**src/rtl/tmt_pkg.sv**
```systemverilog
package tmt_pkg;
  // register byte offsets
  localparam int unsigned OFS_MATCH  = 'h00;
  localparam int unsigned OFS_COUNT  = 'h10;
  localparam int unsigned OFS_STAT   = 'h14;
  localparam int unsigned OFS_IEN    = 'h1C;
  localparam int unsigned OFS_CTRL   = 'h20;
  localparam int unsigned OFS_ACC    = 'h24;

  // transfer slot indices
  localparam int unsigned XF_MATCH  = 0;
  localparam int unsigned XF_PRESET = 1;
  localparam int unsigned XF_SNAP   = 2;
  localparam int unsigned XF_N      = 3;

  // access-status bit positions, decoded by software
  localparam int unsigned ACC_MATCH_BIT  = 0;
  localparam int unsigned ACC_PRESET_BIT = 4;
  localparam int unsigned ACC_SNAP_BIT   = 5;

  localparam int unsigned STAT_W = 4;

  // sticky flag update: set wins over clear
  function automatic logic [STAT_W-1:0] stat_next(
    input logic [STAT_W-1:0] cur,
    input logic [STAT_W-1:0] set_v,
    input logic [STAT_W-1:0] clr_v);
    return (cur & ~clr_v) | set_v;
  endfunction
endpackage

```
**src/rtl/tmt_xfer_slot.sv**
```systemverilog
module tmt_xfer_slot #(
  parameter int unsigned TICKS = 3
) (
  input  logic clk,
  input  logic rst_n,
  input  logic tick_i,
  input  logic req_i,
  output logic busy_o,
  output logic done_o
);
  localparam int unsigned TW = (TICKS < 2) ? 1 : $clog2(TICKS + 1);
  localparam logic [TW-1:0] LAST = TW'(TICKS - 1);

  logic [TW-1:0] tcnt;

  assign done_o = busy_o & tick_i & (tcnt == LAST) & ~req_i;

  always_ff @(posedge clk or negedge rst_n) begin
    if (!rst_n) begin
      busy_o <= 1'b0;
      tcnt   <= '0;
    end else if (req_i) begin
      busy_o <= 1'b1;
      tcnt   <= '0;
    end else if (done_o) begin
      busy_o <= 1'b0;
      tcnt   <= '0;
    end else if (busy_o && tick_i) begin
      tcnt   <= tcnt + TW'(1);
    end
  end

  assert_req_sets_busy_R6: assert property (@(posedge clk) disable iff (!rst_n)
    req_i |=> busy_o);
  assert_done_drops_busy_R6: assert property (@(posedge clk) disable iff (!rst_n)
    done_o |=> !busy_o);
  assert_no_land_without_tick_R6: assert property (@(posedge clk) disable iff (!rst_n)
    busy_o && !tick_i |=> busy_o);
endmodule

```
**src/rtl/tmt_counter.sv**
```systemverilog
module tmt_counter #(
  parameter int unsigned W = 32
) (
  input  logic         clk,
  input  logic         rst_n,
  input  logic         tick_i,
  input  logic         run_i,
  input  logic         load_i,
  input  logic [W-1:0] load_val_i,
  output logic [W-1:0] cnt_o,
  output logic         step_o
);
  localparam logic [W-1:0] ONE = {{(W-1){1'b0}}, 1'b1};

  function automatic logic [W-1:0] count_step(input logic [W-1:0] c);
    return c + ONE;
  endfunction

  assign step_o = tick_i & run_i & ~load_i;

  always_ff @(posedge clk or negedge rst_n) begin
    if (!rst_n)       cnt_o <= '0;
    else if (load_i)  cnt_o <= load_val_i;
    else if (step_o)  cnt_o <= count_step(cnt_o);
  end

  assert_step_adds_one_R2: assert property (@(posedge clk) disable iff (!rst_n)
    step_o |=> cnt_o == $past(cnt_o) + ONE);
  assert_idle_holds_R2: assert property (@(posedge clk) disable iff (!rst_n)
    !load_i && !(tick_i && run_i) |=> $stable(cnt_o));
  assert_preset_lands_R4: assert property (@(posedge clk) disable iff (!rst_n)
    load_i |=> cnt_o == $past(load_val_i));
endmodule

```
**src/rtl/tmt_match_stat.sv**
```systemverilog
module tmt_match_stat
  import tmt_pkg::*;
#(
  parameter int unsigned W = 32
) (
  input  logic              clk,
  input  logic              rst_n,
  input  logic              tick_i,
  input  logic              run_i,
  input  logic [W-1:0]      cnt_i,
  input  logic [W-1:0]      match_i,
  input  logic [STAT_W-1:0] clr_i,
  input  logic              ien_i,
  output logic [STAT_W-1:0] stat_o,
  output logic              hit_o,
  output logic              irq_o
);
  logic [STAT_W-1:0] set_v;

  assign hit_o = tick_i & run_i & (cnt_i == match_i);
  assign set_v = {{(STAT_W-1){1'b0}}, hit_o};
  assign irq_o = stat_o[0] & ien_i;

  always_ff @(posedge clk or negedge rst_n) begin
    if (!rst_n) stat_o <= '0;
    else        stat_o <= stat_next(stat_o, set_v, clr_i);
  end

  assert_hit_sets_flag_R7: assert property (@(posedge clk) disable iff (!rst_n)
    hit_o |=> stat_o[0]);
  assert_flag_sticky_R7: assert property (@(posedge clk) disable iff (!rst_n)
    stat_o[0] && !clr_i[0] |=> stat_o[0]);
  assert_clear_works_R8: assert property (@(posedge clk) disable iff (!rst_n)
    clr_i[0] && !hit_o |=> !stat_o[0]);
  assert_irq_cause_R9: assert property (@(posedge clk) disable iff (!rst_n)
    $rose(irq_o) |-> $past(hit_o) || $rose(ien_i));
endmodule

```
**src/rtl/tick_match_timer.sv**
```systemverilog
module tick_match_timer
  import tmt_pkg::*;
#(
  parameter int unsigned DW         = 32,
  parameter int unsigned ADDR_W     = 6,
  parameter int unsigned XFER_TICKS = 3
) (
  input  logic              clk,
  input  logic              rst_n,
  input  logic              tick_en,
  input  logic [ADDR_W-1:0] bus_addr,
  input  logic              bus_we,
  input  logic [DW-1:0]     bus_wdata,
  output logic [DW-1:0]     bus_rdata,
  output logic              irq_o
);
  localparam logic [ADDR_W-1:0] A_MATCH = ADDR_W'(OFS_MATCH);
  localparam logic [ADDR_W-1:0] A_COUNT = ADDR_W'(OFS_COUNT);
  localparam logic [ADDR_W-1:0] A_STAT  = ADDR_W'(OFS_STAT);
  localparam logic [ADDR_W-1:0] A_IEN   = ADDR_W'(OFS_IEN);
  localparam logic [ADDR_W-1:0] A_CTRL  = ADDR_W'(OFS_CTRL);
  localparam logic [ADDR_W-1:0] A_ACC   = ADDR_W'(OFS_ACC);

  // write decode events
  logic wr_match, wr_count, wr_stat, wr_ien, wr_ctrl;
  assign wr_match = bus_we && (bus_addr == A_MATCH);
  assign wr_count = bus_we && (bus_addr == A_COUNT);
  assign wr_stat  = bus_we && (bus_addr == A_STAT);
  assign wr_ien   = bus_we && (bus_addr == A_IEN);
  assign wr_ctrl  = bus_we && (bus_addr == A_CTRL);

  logic            run_q, ien_q;
  logic [DW-1:0]   match_q, pend_match, pend_cnt, snap_q;
  logic [DW-1:0]   cnt;
  logic            step_evt, hit_evt;
  logic [STAT_W-1:0] stat, clr_v;
  logic [XF_N-1:0] xreq, xbusy, xdone;

  assign xreq[XF_MATCH]  = wr_match;
  assign xreq[XF_PRESET] = wr_count;
  assign xreq[XF_SNAP]   = wr_ctrl & bus_wdata[1];

  for (genvar g = 0; g < XF_N; g++) begin : g_slot
    tmt_xfer_slot #(.TICKS(XFER_TICKS)) u_slot (
      .clk    (clk),
      .rst_n  (rst_n),
      .tick_i (tick_en),
      .req_i  (xreq[g]),
      .busy_o (xbusy[g]),
      .done_o (xdone[g])
    );
  end

  always_ff @(posedge clk or negedge rst_n) begin
    if (!rst_n) begin
      run_q      <= 1'b0;
      ien_q      <= 1'b0;
      match_q    <= '1;
      pend_match <= '0;
      pend_cnt   <= '0;
      snap_q     <= '0;
    end else begin
      if (wr_ctrl)  run_q      <= bus_wdata[0];
      if (wr_ien)   ien_q      <= bus_wdata[0];
      if (wr_match) pend_match <= bus_wdata;
      if (wr_count) pend_cnt   <= bus_wdata;
      if (xdone[XF_MATCH]) match_q <= pend_match;
      if (xdone[XF_SNAP])  snap_q  <= cnt;
    end
  end

  tmt_counter #(.W(DW)) u_counter (
    .clk        (clk),
    .rst_n      (rst_n),
    .tick_i     (tick_en),
    .run_i      (run_q),
    .load_i     (xdone[XF_PRESET]),
    .load_val_i (pend_cnt),
    .cnt_o      (cnt),
    .step_o     (step_evt)
  );

  assign clr_v = wr_stat ? bus_wdata[STAT_W-1:0] : '0;

  tmt_match_stat #(.W(DW)) u_match (
    .clk     (clk),
    .rst_n   (rst_n),
    .tick_i  (tick_en),
    .run_i   (run_q),
    .cnt_i   (cnt),
    .match_i (match_q),
    .clr_i   (clr_v),
    .ien_i   (ien_q),
    .stat_o  (stat),
    .hit_o   (hit_evt),
    .irq_o   (irq_o)
  );

  logic [DW-1:0] acc_v;
  always_comb begin
    acc_v = '0;
    acc_v[ACC_MATCH_BIT]  = xbusy[XF_MATCH];
    acc_v[ACC_PRESET_BIT] = xbusy[XF_PRESET];
    acc_v[ACC_SNAP_BIT]   = xbusy[XF_SNAP];
  end

  always_comb begin
    unique case (bus_addr)
      A_MATCH: bus_rdata = match_q;
      A_COUNT: bus_rdata = snap_q;
      A_STAT:  bus_rdata = DW'(stat);
      A_IEN:   bus_rdata = DW'(ien_q);
      A_CTRL:  bus_rdata = DW'(run_q);
      A_ACC:   bus_rdata = acc_v;
      default: bus_rdata = '0;
    endcase
  end

  assert_snap_capture_R3: assert property (@(posedge clk) disable iff (!rst_n)
    xdone[XF_SNAP] |=> snap_q == $past(cnt));
  assert_match_lands_R5: assert property (@(posedge clk) disable iff (!rst_n)
    xdone[XF_MATCH] |=> match_q == $past(pend_match));
  assert_match_steady_R5: assert property (@(posedge clk) disable iff (!rst_n)
    !xdone[XF_MATCH] |=> $stable(match_q));
  assert_step_needs_run_R2: assert property (@(posedge clk) disable iff (!rst_n)
    step_evt |-> run_q && tick_en);
endmodule

```
**config.mk**
```make
export PLATFORM = sky130hd
export DESIGN_NAME = tick_match_timer
export DESIGN_NICKNAME = d
export VERILOG_FILES = /design/src/rtl/tmt_pkg.sv /design/src/rtl/tmt_xfer_slot.sv /design/src/rtl/tmt_counter.sv /design/src/rtl/tmt_match_stat.sv /design/src/rtl/tick_match_timer.sv
export SDC_FILE = /design/constraint.sdc
export NUM_CORES = 1
export LEC_CHECK = 0
export ABC_AREA = 1
export BUFFER_PORTS_ARGS = -buffer_cell sky130_fd_sc_hd__buf_4
export CAP_MARGIN = 20
export CORE_MARGIN = 2
export CORE_UTILIZATION = 60
export CTS_BUF_LIST = sky130_fd_sc_hd__clkbuf_4
export CTS_CLUSTER_SIZE = 14
export DETAILED_ROUTE_END_ITERATION = 10
export GPL_TIMING_DRIVEN = 0
export PLACE_DENSITY = 0.85
export SYNTH_ARGS = -nofsm -noshare
export SYNTH_HDL_FRONTEND = slang
export SYNTH_SLANG_ARGS = --single-unit
```
**constraint.sdc**
```tcl
create_clock -name clk -period 2.8 [get_ports clk]
set_input_delay 0.84 -clock clk [delete_from_list [all_inputs] [get_ports clk]]
set_output_delay 0.84 -clock clk [all_outputs]
set_load 0.01 [all_outputs]
```
Word-level counts from Yosys, hierarchy flattened

Index checks and enable logic that the tools add are counted.

Word-level logic and storage cells: 83
Output and inout bits: 33
Input bits: 42
Bits in registers: 175

Add/sub/neg operators: 4
Bitwise operators: 21
Multiplexer cells: 19
Equality and inequality tests: 9
Reductions and logical operators: 16

Operators with widths:

| kind                  | number |
|---|---|
| $pmux 32 s6           | 1 |
| $mux 32               | 2 |
| $add 32x1->32 const B | 1 |
| $eq 32x32->1          | 1 |
| $eq 6x5->1 const B    | 3 |
| $mux 2                | 9 |
| $and 1x1->1           | 14 |
| $eq 6x6->1 const B    | 2 |
| $reduce_bool 3->1     | 3 |
| $logic_and 1x1->1     | 8 |
| $reduce_bool 2->1     | 4 |
| $add 2x1->2 const B   | 3 |
| $eq 2x2->1 const B    | 3 |
| $logic_not 6->1       | 1 |
| $mux 1                | 6 |
| $and 4x4->4           | 1 |
| $mux 4                | 1 |
| $not 1->1             | 4 |
| $not 4->4             | 1 |
| $or 4x1->4            | 1 |

Longest topological paths before layout

Gate-level depths: netlist of the first run.

Depth in word-level cells: 8
Mapped depth: 11
Mapped depth without buffers: 11

By module

From an unflattened synthesis of the first run, not the netlist that was laid out.

Cell total of the unflattened synthesis: 1261
Area total of the unflattened synthesis: 9450.3 sq um

Modules (own cells, without submodules):

| module           | cells each | area an instance (sq um) | seq. area each (sq um) | instances |
|---|---|---|---|---|
| tick_match_timer | 598        | 5532.8                   | 3293.2                 | 1 |
| tmt_counter      | 380        | 2422.3                   | 800.8                  | 1 |
| tmt_match_stat   | 226        | 1044.8                   | 100.1                  | 1 |
| tmt_xfer_slot    | 19         | 150.1                    | 75.1                   | 3 |

Least setup slack after synthesis of the first run

OpenSTA, ideal clock, no wires.

Kind: input-to-output
From: input bus_addr[3]
To: output bus_rdata[11]
Data required time: 1.960 ns
Stages on the path: 6
Path buffers: 1
Setup slack: 0.172 ns
Data arrival time: 1.788 ns
Cells stage by stage: nor2_2 nand2_4 nor3_4 inv_1 clkbuf_1 o21ai_0

Cells in the longest elaborated chain, start to end: 2
Elaborated cells on any way between the ends: 7
Those cells by class: eq/ne: 5; mux: 1; reduce/logical: 1

Ends and longest elaborated chain:

| what                                     | RTL line                | source |
|---|---|---|
| start: declaration                       | tick_match_timer.sv:11  | `input logic [ADDR_W-1:0] bus_addr,` |
| $eq 6x6->1, or another cell as far along | tick_match_timer.sv:108 | `unique case (bus_addr)` |
| $pmux 32 s6 (*)                          | tick_match_timer.sv:108 |  |
| end: declaration                         | tick_match_timer.sv:14  | `output logic [DW-1:0] bus_rdata,` |

Every way passes the cells marked *; elsewhere a longest branch is shown, timed or not.

Final worst setup path of the first run

From: input bus_addr[3]
To: output bus_rdata[16]

The elaborated chain is that of the path after synthesis.

==> report_table.html, run 1 <==
<table>
<tr><th>Metric</th><th>Value</th></tr>
<tr><th colspan="2">Run status</th></tr>
<tr><td>Run status</td><td>completed</td></tr>
<tr><th colspan="2">Yosys</th></tr>
<tr><td>Yosys synthesis warning count</td><td>0</td></tr>
<tr><td>Synthesized netlist cell count</td><td>1126</td></tr>
<tr><td>Portion of synthesized cell area occupied by the leading cell type</td><td>40.3%</td></tr>
<tr><td>Leading cell types by total area after synthesis</td><td>dfrtp_1 40%, nand2_1 14%, dfstp_2 9.5%</td></tr>
<tr><td>Number of library cell types mapped by synthesis</td><td>40</td></tr>
<tr><td>Mux share of post-synthesis cell area</td><td>0%</td></tr>
<tr><td>Share of synthesized area occupied by flip-flops and latches</td><td>49.8%</td></tr>
<tr><td>Cell taking the most area after synthesis</td><td>dfrtp_1</td></tr>
<tr><td>Share of async-settable or async-resettable flops after synthesis</td><td>100%</td></tr>
<tr><td>Number of nets in the synthesized netlist</td><td>1172</td></tr>
<tr><td>Post-synthesis share of cell area spent on full adders, half adders and majority gates</td><td>0.564%</td></tr>
<tr><td>Parity-gate share of the synthesized area counting xor and xnor cells</td><td>1.78%</td></tr>
<tr><td>Post-Synth Simple-Gate Area</td><td>26.6%</td></tr>
<tr><td>Combinational family with the most area after synthesis</td><td>simple AND/OR/NAND/NOR gates</td></tr>
<tr><td>Mapped cell area</td><td>8880 sq um</td></tr>
<tr><td>Primary flip-flop cell chosen by synthesis mapping</td><td>dfrtp_1</td></tr>
<tr><td>Avg Inst Size Synth</td><td>7.89 sq um</td></tr>
<tr><td>EDFF count, synth</td><td>0</td></tr>
<tr><td>Fraction of the mapped netlist area in compound gates</td><td>12.6%</td></tr>
<tr><td>Seq cells post-synth</td><td>175</td></tr>
<tr><th colspan="2">Setup path</th></tr>
<tr><td>Total buffers and inverters traversed by the critical path</td><td>3</td></tr>
<tr><td>Worst path required time</td><td>1960 ps</td></tr>
<tr><td>Register-to-register path setup slack</td><td>730 ps</td></tr>
<tr><td>Crit-path max FO</td><td>7</td></tr>
<tr><td>Sequence of cells on the critical path</td><td>buf_4, nor2_4, nand2_4, nor2_4, buf_6, a22o_1, buf_4</td></tr>
<tr><td>Data arrival, critical path</td><td>1950 ps</td></tr>
<tr><td>CP peak stage delay</td><td>280 ps</td></tr>
<tr><td>Crit-path leading delay family</td><td>simple AND/OR/NAND/NOR gates</td></tr>
<tr><td>Kind of launch point of the worst setup path</td><td>input pin</td></tr>
<tr><td>Critical-path cell with the highest stage delay</td><td>nor2_4</td></tr>
<tr><td>Category of the most critical setup path</td><td>in2out</td></tr>
<tr><td>Worst setup EP type</td><td>output pin</td></tr>
<tr><th colspan="2">Timing</th></tr>
<tr><td>Min Clock Period, post-route</td><td>2790 ps</td></tr>
<tr><td>Slew at the pin closest to its max-slew limit</td><td>767 ps</td></tr>
<tr><td>Slew headroom</td><td>48.7%</td></tr>
<tr><td>Summed negative setup slack over all endpoints</td><td>0 ps</td></tr>
<tr><td>Maximum operating frequency</td><td>0.358 GHz</td></tr>
<tr><td>Final slew viol count</td><td>0</td></tr>
<tr><td>Unrepaired setup endpoints after global routing</td><td>true</td></tr>
<tr><td>Clock Skews</td><td>19.7 ps</td></tr>
<tr><td>Setup violators final</td><td>0</td></tr>
<tr><td>Hold slack</td><td>125 ps</td></tr>
<tr><td>Count of endpoints failing hold in the final timing report</td><td>0</td></tr>
<tr><td>Share of the clock period used by the worst path after layout</td><td>99.7%</td></tr>
<tr><th colspan="2">Power</th></tr>
<tr><td>Share of total power in sequential cells</td><td>49.0%</td></tr>
<tr><td>Total power per unit cell area</td><td>832 nW/um^2</td></tr>
<tr><td>Internal Power</td><td>5.07 mW</td></tr>
<tr><td>IR Drop Worst-Case VDD</td><td>459 uV</td></tr>
<tr><td>Net switching power</td><td>3.40 mW</td></tr>
<tr><td>Clock Power Share</td><td>20.6%</td></tr>
<tr><td>Share of total power in combinational logic</td><td>30.4%</td></tr>
<tr><td>Switching share of power</td><td>40.2%</td></tr>
<tr><td>Static Leak</td><td>5.14 nW</td></tr>
<tr><th colspan="2">Floorplan</th></tr>
<tr><td>Core box area</td><td>14500 sq um</td></tr>
<tr><td>Die outline width</td><td>126 microns</td></tr>
<tr><td>Site Rows</td><td>44</td></tr>
<tr><td>Starting utilization of the core area</td><td>61.3%</td></tr>
<tr><td>Die Outline Area</td><td>15800 sq um</td></tr>
<tr><td>Vertical die dimension</td><td>126 microns</td></tr>
<tr><td>Number of ports placed on the die boundary</td><td>75</td></tr>
<tr><th colspan="2">GRT</th></tr>
<tr><td>Global router's overall resource usage</td><td>35.5%</td></tr>
<tr><td>Vias in the first global route</td><td>7670</td></tr>
<tr><td>Number of antenna violations at the first check in global routing</td><td>1</td></tr>
<tr><td>Global-route wire length before repair</td><td>42.2 mm</td></tr>
<tr><td>Largest net degree at the start of global routing</td><td>109</td></tr>
<tr><td>Remaining Overflow, GRT</td><td>0</td></tr>
<tr><th colspan="2">Placement</th></tr>
<tr><td>Dpl hpwl</td><td>20.8 mm</td></tr>
<tr><td>Inst Count DP</td><td>1384</td></tr>
<tr><td>Quantity of I/O buffers inserted on ports</td><td>73</td></tr>
<tr><td>Final weighted congestion in routability-driven placement</td><td>0.975</td></tr>
<tr><th colspan="2">Final layout</th></tr>
<tr><td>Area growth from synthesis to layout</td><td>14.8%</td></tr>
<tr><td>Share of the core filled with cells in the final layout</td><td>70.4%</td></tr>
<tr><td>Number of nets in the final layout</td><td>1271</td></tr>
<tr><td>Final Non-Filler Cells</td><td>1424</td></tr>
<tr><td>Ratio of cells with drive above 1 in the final layout</td><td>17.9%</td></tr>
<tr><th colspan="2">Detailed routing</th></tr>
<tr><td>Detailed-route wire length</td><td>27.1 mm</td></tr>
<tr><td>Residual DRC count</td><td>0</td></tr>
<tr><td>Via count of the routed design</td><td>8094</td></tr>
<tr><td>Vias per Instance</td><td>5.68</td></tr>
<tr><td>Drt initial violations</td><td>942</td></tr>
<tr><td>Number of nets with antenna violations after routing</td><td>0</td></tr>
<tr><td>First-pass detailed-route iteration total</td><td>6</td></tr>
<tr><td>Routed wire length per instance</td><td>19.1 microns</td></tr>
<tr><th colspan="2">Clock tree</th></tr>
<tr><td>Cell at the root of the clock tree</td><td>clkbuf_4</td></tr>
<tr><td>Worst-skew pair later-pin latency</td><td>630 ps</td></tr>
<tr><td>Clock buffer count from CTS</td><td>17</td></tr>
<tr><td>CTS Hold Buffers Added</td><td>0</td></tr>
<tr><td>Largest buffer count on any clock path</td><td>2</td></tr>
<tr><td>Clock slew seen by the registers of the worst setup and hold paths</td><td>150 ps</td></tr>
<tr><td>Number of clock sinks seen by CTS</td><td>175</td></tr>
<tr><td>CTS H-Tree Depth</td><td>4</td></tr>
<tr><td>Clock tree from TritonCTS</td><td>built</td></tr>
<tr><th colspan="2">Flow run</th></tr>
<tr><td>Number of maximum-capacitance violations</td><td>0</td></tr>
<tr><th colspan="2">Min path</th></tr>
<tr><td>Type of the most critical hold path</td><td>in2async</td></tr>
</table>
==> worst register-to-register path, cell delays in order (launching register included) <==
cell and delay [ps]:
dfrtp_1 440, inv_1 70, ha_1 130, inv_1 60
nor2_4 330, inv_1 170, nor2_4 300, buf_2 280
nand2_1 140, nand3_1 100
==> through the flow <==
stage | power (mW) | instance area (sq um) | setup slack (ps)
after floorplan | 5.67 | 8880 | 172
after global placement | 6.55 | 9660 | -300
after detailed placement | 6.65 | 9690 | -313
after CTS | 8.38 | 10100 | -40.2
after global routing | 8.96 | 10200 | -54.7
final | 8.47 | 10200 | 8.07
==> kinds of logic after synthesis <==
family	count (synthesis)
fa+ha+maj	4
flops	175
simple gates	550
compound gates	199
xor+xnor	18
buf+inv	180
==> synth_stat cells (all sizes together), types with 2 or more instances <==
cell type,n
nor3,8
dfstp,32
nand2,338
ha,4
a22o,8
nand3b,2
a31oi,4
o221ai,2
dfrtp,143
o22ai,7
a22oi,6
o211ai,8
inv,132
xor2,6
buf,28
a21oi,34
nand4,13
o21ai,128
nor2,109
nand3,78
xnor2,12
clkbuf,19
==> path summary, 6_finish.rpt <==
kind,end,from,depth (start not counted)
max reg2reg,u_counter.cnt_o[17]$_DFFE_PN0P_,g_slot[1].u_slot.tcnt[0]$_DFFE_PN0P_,9
min,g_slot[0].u_slot.tcnt[1]$_DFFE_PN0P_,rst_n,1
min reg2reg,u_counter.cnt_o[7]$_DFFE_PN0P_,pend_cnt[7]$_DFFE_PN0P_,2
min in group clk,pend_cnt[21]$_DFFE_PN0P_,bus_wdata[21],3
max,bus_rdata[16],bus_addr[3],7
max in group asynchronous,u_counter.cnt_o[23]$_DFFE_PN0P_,rst_n,2
==> cell usage in the layout, fill, tap and decap left out, types with 2 or more instances in the layout <==
cell type  count
dfrtp_1      143
inv_1        130
nand3_1       77
bufinv_16      4
o22ai_1        7
buf_6          8
buf_8          4
nor2_4         5
xor2_1         6
o21ai_1       14
nand3b_1       2
a21oi_1       33
nand2_4        5
nand4_1       13
a22oi_1        6
inv_8          3
o211ai_1       8
dfstp_2       32
nor3_1         4
nand2_2       12
clkbuf_4      17
diode_2        2
clkbuf_8       2
nor3_4         3
xnor2_1       12
nand2_1      321
o21ai_0      101
ha_1           4
a31oi_1        4
o21ai_2       13
clkbuf_1      13
nor2_1       103
a22o_1         8
buf_2         15
inv_6          7
buf_4         82
==> per-layer routing <==
layer	up-vias	share of wire (%)	global-route usage, %	wire, microns
met1	3825	43	51.2	11700
met2	394	44	52.9	11800
met3	65	10	8.62	2720
met4	0	3.3	12.8	884
met5	-	0	0	0
li1	3810	-	-	-
==> final cells by class <==
type | instances | area (sq um)
flip-flops and latches | 175 | 4420
fillers | 1208 | 4290
multi-input cells | 771 | 3730
repair buffers | 80 | 636
inverters | 133 | 503
plain buffers | 47 | 318
well taps | 184 | 230
clock inverters | 15 | 220
clock buffers | 17 | 128
diodes | 2 | 5.00
==> timing repair <==
| item | 4_1_cts | 5_1_grt |
|---|---|---|
| gates cloned | 0 | 1 |
| gates resized for setup | 37 | 16 |
| pin swaps | 3 | 5 |
| setup endpoints to repair | 31 | 32 |
| setup buffers | 4 | 1 |
==> power by group through the flow <==
| stage | clock network (mW) | registers (mW) | logic, mW |
|---|---|---|---|
| finish | 1.75 | 4.15 | 2.57 |
| global placement | 0 | 4.13 | 2.42 |
| floorplan | 0 | 3.89 | 1.79 |
| global route | 1.85 | 4.22 | 2.89 |
| CTS | 1.75 | 4.10 | 2.53 |
| detailed placement | 0 | 4.15 | 2.50 |
==> registers in the layout (all words and copies together), names as in the netlist <==
register and count:
u_match.stat_o 4, g_slot.u_slot.tcnt 6, pend_match 32, match_q 32, run_q 1, g_slot.u_slot.busy_o 3
snap_q 32, u_counter.cnt_o 32, ien_q 1, pend_cnt 32
Power figures use the tool's default switching activity.
==> run 2: changes to the inputs <==
- CAP_MARGIN: 20 -> default
- CORE_ASPECT_RATIO: default -> 0.9
- RECOVER_POWER: default -> 25
==> run 2 against run 1 <==
The flow now finishes with violations (capacitance limit, slew limit). Global-route usage is 0.72 points lower. Combinational power hardly changed. Cell count is 0.91% higher. Die area hardly changed. First-iteration DRC count is 7.4% higher. Worst hold slack better by 350 ps. Power is 2.7% lower. Fmax is 0.18% higher. Via count is 2.9% higher. Largest cell class unchanged.
==> report_table.html, run 2 (synthesized netlist as in run 1, its figures left out) <==
<table>
<tr><th>Metric</th><th>Value</th></tr>
<tr><th colspan="2">Floorplan</th></tr>
<tr><td>Starting utilization of the core area</td><td>60.8% (-0.55 points)</td></tr>
<tr><td>Vertical die dimension</td><td>119 microns (-5.0%)</td></tr>
<tr><td>Die outline width</td><td>132 microns (+5.2%)</td></tr>
<tr><td>Core box area</td><td>14600 sq um (+0.90%)</td></tr>
<tr><td>Number of ports placed on the die boundary</td><td>75 (unchanged)</td></tr>
<tr><td>Site Rows</td><td>42 (-4.5%)</td></tr>
<tr><td>Die Outline Area</td><td>15800 sq um (about the same)</td></tr>
<tr><th colspan="2">Clock tree</th></tr>
<tr><td>Worst-skew pair later-pin latency</td><td>610 ps (-20 ps)</td></tr>
<tr><td>Clock tree from TritonCTS</td><td>built</td></tr>
<tr><td>CTS Hold Buffers Added</td><td>0 (unchanged)</td></tr>
<tr><td>Cell at the root of the clock tree</td><td>clkbuf_4</td></tr>
<tr><td>Number of clock sinks seen by CTS</td><td>175 (unchanged)</td></tr>
<tr><td>Clock slew seen by the registers of the worst setup and hold paths</td><td>150 ps (about the same)</td></tr>
<tr><td>Clock buffer count from CTS</td><td>17 (unchanged)</td></tr>
<tr><td>CTS H-Tree Depth</td><td>4 (unchanged)</td></tr>
<tr><td>Largest buffer count on any clock path</td><td>2 (unchanged)</td></tr>
<tr><th colspan="2">Setup path</th></tr>
<tr><td>Origin of the worst setup path</td><td>bus_addr[2]</td></tr>
<tr><td>Reg2Reg Depth</td><td>9 (unchanged)</td></tr>
<tr><td>CP Capture Point</td><td>bus_rdata[5]</td></tr>
<tr><td>Critical-path cell with the highest stage delay</td><td>nor3_4</td></tr>
<tr><td>Sequence of cells on the critical path</td><td>buf_4, nor2_4, nand2_4, nor3_4, inv_2, buf_8, o221ai_2, buf_4</td></tr>
<tr><td>Worst setup EP type</td><td>output pin</td></tr>
<tr><td>Register-to-register path setup slack</td><td>730 ps (about the same)</td></tr>
<tr><td>Crit-path max FO</td><td>10 (+3)</td></tr>
<tr><td>Worst flop-to-flop path startpoint</td><td>g_slot[1].u_slot.tcnt[0]$_DFFE_PN0P_</td></tr>
<tr><td>Terminus of the critical flop-to-flop path</td><td>u_counter.cnt_o[9]$_DFFE_PN0P_</td></tr>
<tr><td>Total buffers and inverters traversed by the critical path</td><td>4 (+1)</td></tr>
<tr><td>Category of the most critical setup path</td><td>in2out</td></tr>
<tr><td>CP peak stage delay</td><td>240 ps (-40 ps)</td></tr>
<tr><td>Kind of launch point of the worst setup path</td><td>input pin</td></tr>
<tr><td>Data arrival, critical path</td><td>1950 ps (about the same)</td></tr>
<tr><td>Crit-path leading delay family</td><td>buffers and inverters</td></tr>
<tr><td>Number of gates on the worst path with buffers counted</td><td>8 (+1)</td></tr>
<tr><td>Worst path required time</td><td>1960 ps (about the same)</td></tr>
<tr><td>Critical Path Most Common Cell</td><td>buf_4</td></tr>
<tr><th colspan="2">Detailed routing</th></tr>
<tr><td>Residual DRC count</td><td>0 (unchanged)</td></tr>
<tr><td>Vias per Instance</td><td>5.80 (+2.0%)</td></tr>
<tr><td>Detailed-route wire length</td><td>26.6 mm (-1.9%)</td></tr>
<tr><td>Number of nets with antenna violations after routing</td><td>0 (unchanged)</td></tr>
<tr><td>First-pass detailed-route iteration total</td><td>8 (+2)</td></tr>
<tr><td>Routed wire length per instance</td><td>18.5 microns (-2.8%)</td></tr>
<tr><td>Via count of the routed design</td><td>8332 (+2.9%)</td></tr>
<tr><td>Drt initial violations</td><td>1012 (+7.4%)</td></tr>
<tr><th colspan="2">Placement</th></tr>
<tr><td>Final weighted congestion in routability-driven placement</td><td>1.12 (+15%)</td></tr>
<tr><td>Quantity of I/O buffers inserted on ports</td><td>73 (unchanged)</td></tr>
<tr><td>Setup Slack @ Placement</td><td>-331 ps (-17.8 ps)</td></tr>
<tr><td>Dpl hpwl</td><td>20.0 mm (-3.9%)</td></tr>
<tr><th colspan="2">Timing</th></tr>
<tr><td>Setup violators final</td><td>0 (unchanged)</td></tr>
<tr><td>Count of endpoints failing hold in the final timing report</td><td>0 (unchanged)</td></tr>
<tr><td>Unrepaired setup endpoints after global routing</td><td>true</td></tr>
<tr><td>Summed negative setup slack over all endpoints</td><td>0 ps (unchanged)</td></tr>
<tr><td>Maximum operating frequency</td><td>0.359 GHz (+0.18%)</td></tr>
<tr><td>Slew headroom</td><td>-40.4% (-89 points)</td></tr>
<tr><td>Clock Skews</td><td>29.5 ps (+9.83 ps)</td></tr>
<tr><td>Hold slack</td><td>477 ps (+352 ps)</td></tr>
<tr><td>Share of the clock period used by the worst path after layout</td><td>99.5% (-0.18 points)</td></tr>
<tr><td>Slew at the pin closest to its max-slew limit</td><td>2110 ps (+1340 ps)</td></tr>
<tr><td>Final slew viol count</td><td>86 (+86)</td></tr>
<tr><td>Setup WS post-layout</td><td>13.1 ps (+5.05 ps)</td></tr>
<tr><td>Min Clock Period, post-route</td><td>2790 ps (-5.05 ps)</td></tr>
<tr><th colspan="2">GRT</th></tr>
<tr><td>Met1 global-route usage</td><td>51.3% (+0.054 points)</td></tr>
<tr><td>Remaining Overflow, GRT</td><td>0 (unchanged)</td></tr>
<tr><td>Global routing usage on met2</td><td>50.7% (-2.2 points)</td></tr>
<tr><td>Number of antenna violations at the first check in global routing</td><td>0 (-1)</td></tr>
<tr><td>Global-route wire length before repair</td><td>41.7 mm (-1.3%)</td></tr>
<tr><td>Largest net degree at the start of global routing</td><td>91 (-17%)</td></tr>
<tr><td>Vias in the first global route</td><td>7659 (-0.14%)</td></tr>
<tr><td>Global router's overall resource usage</td><td>34.8% (-0.72 points)</td></tr>
<tr><td>Met3 track demand over resource</td><td>8.47% (-0.15 points)</td></tr>
<tr><td>Highest-utilization routing layer at the global route stage</td><td>met1</td></tr>
<tr><th colspan="2">Power</th></tr>
<tr><td>Total power per unit cell area</td><td>812 nW/um^2 (-2.3%)</td></tr>
<tr><td>IR Drop Worst-Case VDD</td><td>468 uV (+1.9%)</td></tr>
<tr><td>Overall power</td><td>8.24 mW (-2.7%)</td></tr>
<tr><td>Static Leak</td><td>5.11 nW (-0.67%)</td></tr>
<tr><th colspan="2">Min path</th></tr>
<tr><td>Type of the most critical hold path</td><td>in2reg</td></tr>
<tr><th colspan="2">Final layout</th></tr>
<tr><td>Number of nets in the final layout</td><td>1272 (+0.079%)</td></tr>
<tr><td>Number of diodes</td><td>0 (-2)</td></tr>
<tr><td>Filler cells</td><td>1231 (+1.9%)</td></tr>
<tr><td>Area growth from synthesis to layout</td><td>14.3%</td></tr>
<tr><td>Ratio of cells with drive above 1 in the final layout</td><td>17.9% (about the same)</td></tr>
<tr><td>Most frequent cells in the layout</td><td>321 x nand2_1, 143 x dfrtp_1, 130 x inv_1</td></tr>
<tr><td>Share of the core filled with cells in the final layout</td><td>69.5% (-0.92 points)</td></tr>
<tr><td>Most frequent standard cell in the layout excluding fill and tap cells</td><td>nand2_1</td></tr>
<tr><th colspan="2">Run status</th></tr>
<tr><td>Run status</td><td>finished, violations left</td></tr>
<tr><td>Violations in the final reports</td><td>capacitance limit, slew limit</td></tr>
<tr><th colspan="2">Flow run</th></tr>
<tr><td>Number of maximum-capacitance violations</td><td>1 (+1)</td></tr>
</table>
## run 2: how the worst min path moves through the flow
| stage | startpoint | end | slack (ps) | depth (start not counted) |
|---|---|---|---|---|
| 4_1_cts | rst_n | pend_cnt[9]$_DFFE_PN0P_ | 210 | 1 |
| 5_1_grt | bus_wdata[12] | pend_cnt[12]$_DFFE_PN0P_ | 490 | 3 |
| 3_5_place_dp | snap_q[16]$_DFFE_PN0P_ | snap_q[16]$_DFFE_PN0P_ | 460 | 2 |
| 2_1_floorplan | g_slot[2].u_slot.tcnt[0]$_DFFE_PN0P_ | g_slot[2].u_slot.tcnt[0]$_DFFE_PN0P_ | 440 | 2 |
| 3_3_place_gp | snap_q[6]$_DFFE_PN0P_ | snap_q[6]$_DFFE_PN0P_ | 450 | 2 |
| 6_report | bus_wdata[23] | pend_cnt[23]$_DFFE_PN0P_ | 480 | 3 |
## run 2: per-layer routing
metal	wire, microns	part of all wire (%)	vias up
li1	-	-	3798
met1	11000	41	3957
met2	11500	43	519
met3	3270	12	58
met4	809	3.0	0
met5	0	0	-
## run 2: area by class of cell
class	count	area (sq um)	share of cell area, %
inverter	133	503	4.96
buffer	47	317	3.12
tap	198	248	2.44
timing repair buffer	81	637	6.28
multi-input combinational	771	3730	36.8
clock buffer	18	135	1.33
clock inverter	14	158	1.55
sequential	175	4420	43.6
## run 2: per-stage QoR
step / cells / instance area (sq um)
after global placement: 1397 / 9670
after floorplan: 1126 / 8880
after detailed placement: 1398 / 9710
after CTS: 1436 / 10100
after global routing: 1437 / 10100
final: 1437 / 10100
## run 2: report_power, final
group	internal [mW]	switching, mW
combinational	0.908	1.68
sequential	3.42	0.732
clock	0.554	0.948
## run 2: tightest hold or removal path, stage by stage
cell	delay, ps
buf_4	100
inv_1	60
a21oi_1	60
## run 2: repair_timing
action,CTS,global route
resized for setup,39,13
setup buffers,6,1
endpoints found under the setup margin,31,32
endpoints found under the hold margin,0,0
pin swaps,4,3
